--- config.mk ---
export PLATFORM = sky130hd
export DESIGN_NAME = mant_round
export DESIGN_NICKNAME = d
export VERILOG_FILES = /design/src/rtl/mant_round.sv
export SDC_FILE = /design/constraint.sdc
export NUM_CORES = 1
export LEC_CHECK = 0
export ABC_CLOCK_PERIOD_IN_PS = 2600
export BUFFER_PORTS_ARGS = -buffer_cell sky130_fd_sc_hd__buf_4
export CAP_MARGIN = 20
export CORE_ASPECT_RATIO = 1.1
export CORE_UTILIZATION = 45
export DETAILED_ROUTE_END_ITERATION = 8
export PLACE_DENSITY = 0.74
export SYNTH_ARGS = -nofsm -noshare
export SYNTH_HDL_FRONTEND = slang
export SYNTH_SLANG_ARGS = --single-unit
--- constraint.sdc ---
create_clock -name clk -period 2.6 [get_ports clk]
set_clock_uncertainty 0.15 [all_clocks]
set_input_delay 0.13 -clock clk [delete_from_list [all_inputs] [get_ports clk]]
set_output_delay 0.13 -clock clk [all_outputs]
set_load 0.01 [all_outputs]
--- src/rtl/mant_round.sv ---
module mant_round #(
  parameter int W = 66
) (
  input  logic         clk,
  input  logic         rst_n,
  input  logic         in_valid,
  input  logic [W-1:0] mant_in,
  input  logic         sign_in,
  input  logic         sticky_in,
  input  logic [1:0]   mode_in,
  output logic         out_valid,
  output logic [W-3:0] mant_out,
  output logic         rounded_up,
  output logic         inexact
);
  localparam int OW = W - 2;

  localparam logic [1:0] M_NEAR = 2'b00;
  localparam logic [1:0] M_ZERO = 2'b01;
  localparam logic [1:0] M_NINF = 2'b10;
  localparam logic [1:0] M_PINF = 2'b11;

  logic [OW-1:0] kept;
  logic          g_bit, r_bit, lost, bump;
  logic [OW-1:0] next_mant;

  assign kept  = mant_in[W-1:2];
  assign g_bit = mant_in[1];
  assign r_bit = mant_in[0];
  assign lost  = g_bit | r_bit | sticky_in;

  always_comb begin
    case (mode_in)
      M_NEAR:  bump = g_bit & (r_bit | sticky_in | kept[0]);
      M_ZERO:  bump = 1'b0;
      M_NINF:  bump = lost & sign_in;
      M_PINF:  bump = lost & ~sign_in;
      default: bump = 1'b0;
    endcase
  end

  assign next_mant = kept + {{(OW-1){1'b0}}, bump};

  always_ff @(posedge clk) begin
    if (!rst_n) begin
      out_valid  <= 1'b0;
      mant_out   <= '0;
      rounded_up <= 1'b0;
      inexact    <= 1'b0;
    end else begin
      out_valid <= in_valid;
      if (in_valid) begin
        mant_out   <= next_mant;
        rounded_up <= bump;
        inexact    <= lost;
      end
    end
  end


  p_valid_follows_r2: assert property (@(posedge clk) disable iff (!rst_n)
    in_valid |=> out_valid);
  p_valid_drops_r2: assert property (@(posedge clk) disable iff (!rst_n)
    !in_valid |=> !out_valid);

  p_sum_r3: assert property (@(posedge clk) disable iff (!rst_n)
    in_valid |=> mant_out == $past(mant_in[W-1:2]) + {{(OW-1){1'b0}}, rounded_up});

  p_exact_r4: assert property (@(posedge clk) disable iff (!rst_n)
    (in_valid && mant_in[1:0] == 2'b00 && !sticky_in) |=> (!inexact && !rounded_up));

  p_inexact_r5: assert property (@(posedge clk) disable iff (!rst_n)
    (in_valid && (mant_in[1:0] != 2'b00 || sticky_in)) |=> inexact);
  // nearest never rounds up with guard clear
  p_near_guard_r6: assert property (@(posedge clk) disable iff (!rst_n)
    (in_valid && mode_in == M_NEAR && !mant_in[1]) |=> !rounded_up);

  p_zero_r7: assert property (@(posedge clk) disable iff (!rst_n)
    (in_valid && mode_in == M_ZERO) |=> !rounded_up);

  p_ninf_pos_r8: assert property (@(posedge clk) disable iff (!rst_n)
    (in_valid && mode_in == M_NINF && !sign_in) |=> !rounded_up);

  p_pinf_neg_r9: assert property (@(posedge clk) disable iff (!rst_n)
    (in_valid && mode_in == M_PINF && sign_in) |=> !rounded_up);
  // with R3: an increment only follows lost precision
  p_up_inexact_r5: assert property (@(posedge clk) disable iff (!rst_n)
    rounded_up |-> inexact);
endmodule

==> results.txt <==
Measured slew at the worst slew-check pin: 0.621 ns
Final hold vios: 0
Clock-pin slew on the worst setup and hold paths: 0.08 ns
Synth area leader: dfxtp_1
Vias: 4,484
Synth Net Count: 548
Wl on met1: 5200 µm
Setup CP Type: in2reg
Kind of cell adding the most delay to the critical path: simple AND/OR/NAND/NOR gates
Fill count: 657
Commonest non-fill, non-tap cell in the layout: buf_4
Run status: finished, final reports clean
Drt total wl: 12,300 µm
Area after DPL: 5070 µm²
Most frequent cells in the layout: 166 x buf_4, 67 x dfxtp_1, 48 x o21ai_0
Seq/Total Area, Yosys: 35.7%
Syn. warnings: 0
HPWL Detailed: 8530 µm
Die X: 89.2 µm
Dpl cells: 717
Max_cap viols: 0
Critical path peak fanout: 6
Crit end category: register
Global-route usage over all layers: 28.6%
# rows: 34
Drt wl/cell: 15.8 µm
Area grow syn2layout: 53.8%
Total gr overflow: 0
Worst hold slack: 0.00490 ns
Post-synth ARST share: 0%
Slew margin rel.: 58.2%
Setup WS post-layout: 0.139 ns
Cell mode on critical path: buf_4
Mapped Cells: 473
Number of synthesized register bits: 67
Crit path time final: 2.46 ns
Final Max Tran Viols: 0
F_max: 0.406 GHz
First-pass DRT Iterations: 6
Uppermost layer routed: met4
Final nets: 743
Startpoint types: input pin
Total CTS buffers: 9
Area of the multi-input gates: 2320 µm²
Initial drt markers: 245
Post-synth top area share: 35.7%
Global-route wire length before repair: 19,900 µm
Crit path required time: 2.72 ns
Ys flop type: dfxtp_1
Drt via density: 5.74
CP max stage cell: or4_1
IO buf count: 139
WP buf/inv: 3
Top post-synthesis cells by area: dfxtp_1 36%, o21ai_0 6.4%, a211oi_1 5.2%, xnor2_1 5.1%, nor2_1 3.9%
Metal2 WL: 6080 µm
Gpl congestion: 0.855
Mapped Area: 3760 µm²
Total Power: 2720 µW
Post-synth EDFFs: 0
Met3 Wirelength: 780 µm
Sink Count: 67
IO Pins: 140
Proportion of layout cells with a drive suffix above 1: 29.4%
Synth Area per Inst: 7.95 µm²
Initial Util: 47.0%
Vias in the first global route: 4,262
Root buffer cell: clkbuf_8
Core box area: 8000 µm²
CTS H-Tree Depth: 3
PwrDens: 471 nW/µm²
Register area: 1340 µm²
Crit path cell chain: dlygate4sd3_1, buf_4, nand2_1, or4_1, or4b_4, buf_4, o21ai_0, nor3b_1
DR DRC count: 0
Chip height: 97.9 µm
Worst vdd ir: 0.326 mV
Largest stage delay, worst path: 0.60 ns
Initial antenna violation count: 0
Setup slack at placement: -0.324 ns
Cell Count, Final, Fillers Out: 781
Pin count of the biggest net entering global routing: 45
Skew-Pair Late Insertion Delay: 0.34 ns
Min-Delay Path Class: in2reg
RSZ-0062 raised after global routing: no
Critical path data arrival time: 2.58 ns
Static leakage: 0.00230 µW
Area of the die: 8730 µm²
Clock buffer depth: 2
Final ANT Viol Nets: 0
Diodes inserted: 0
Final setup viols: 0
Synth unique cells: 44
Fin crit share: 94.7%
Design area: 5790 µm²
CTS tree: built
[what timing repair did]
action | in CTS | in global routing
setup endpoints to repair | 0 | 7
setup buffers | 0 | 1
hold endpoints to repair | 47 | 0
resized for setup | 0 | 3
hold buffers | 47 | 0
[synthesized netlist by cell type (all sizes together) (3+ instances only)]
cell    number
a211oi      26
a21oi       19
a311oi       6
a31oi        7
and2         5
and3         4
and4        12
buf          5
clkbuf      24
dfxtp       67
inv         11
mux2i        4
nand2       25
nand3       29
nand4       24
nor2        39
nor3        24
nor3b        3
nor4        17
o21ai       48
o31ai        4
or3          7
or4         10
xnor2       22
xor2        13
[path summary, 6_finish.rpt]
| kind | end | depth (start not counted) | startpoint | slack [ns] |
|---|---|---|---|---|
| setup reg to reg | mant_out[56] | 3 | mant_out[56] | 1.64 |
| setup / recovery | mant_out[49] | 8 | mant_in[18] | 0.14 |
| hold reg to reg | mant_out[2] | 2 | mant_out[2] | 0.35 |
| hold / removal | mant_out[15] | 3 | mant_in[17] | 0.005 |
[metrics by stage]
step                setup TNS, ns  utilization, %
finish                          0            72.4
global route                    0            72.4
floorplan                  -0.478               -
CTS                             0            72.1
detailed placement          -3.55            63.3
global placement            -2.57            63.3
[final cells by class]
type / count / share of cell area, %
tap: 108 / 2.34
clock inverter: 4 / 1.25
timing repair buffer: 213 / 29.7
inverter: 12 / 0.778
multi-input combinational: 365 / 40.1
clock buffer: 12 / 2.68
sequential: 67 / 23.2
[worst reg2reg max path, cell delays in order (launching register included)]
cell	delay, ns
dfxtp_1	0.31
nand2_1	0.05
o21ai_0	0.07
a311o_1	0.27
[registers in the layout, indices dropped and copies added (netlist names)]
name        count
out_valid       1
inexact         1
mant_out       64
rounded_up      1
[where the power goes]
part           switching, µW  internal, µW
Sequential              41.8          1100
Combinational            281           296
Clock                    414           592
[logic make-up after synthesis]
logic type | count (synthesis) | synth area share, %
fa+ha+maj | 2 | 0.665
xor+xnor | 35 | 8.15
compound gates | 115 | 18.7
simple gates | 209 | 31.6
buf+inv | 41 | 4.16
flops | 67 | 35.7
mux | 4 | 1.06
[routing by layer]
layer / vias to the layer above / global-route usage, %
met5: - / 0
met4: 0 / 8.55
met3: 28 / 6.42
met2: 174 / 48.9
met1: 2113 / 35.5
li1: 2169 / -
No activity file was read; power rests on OpenSTA's default activity.
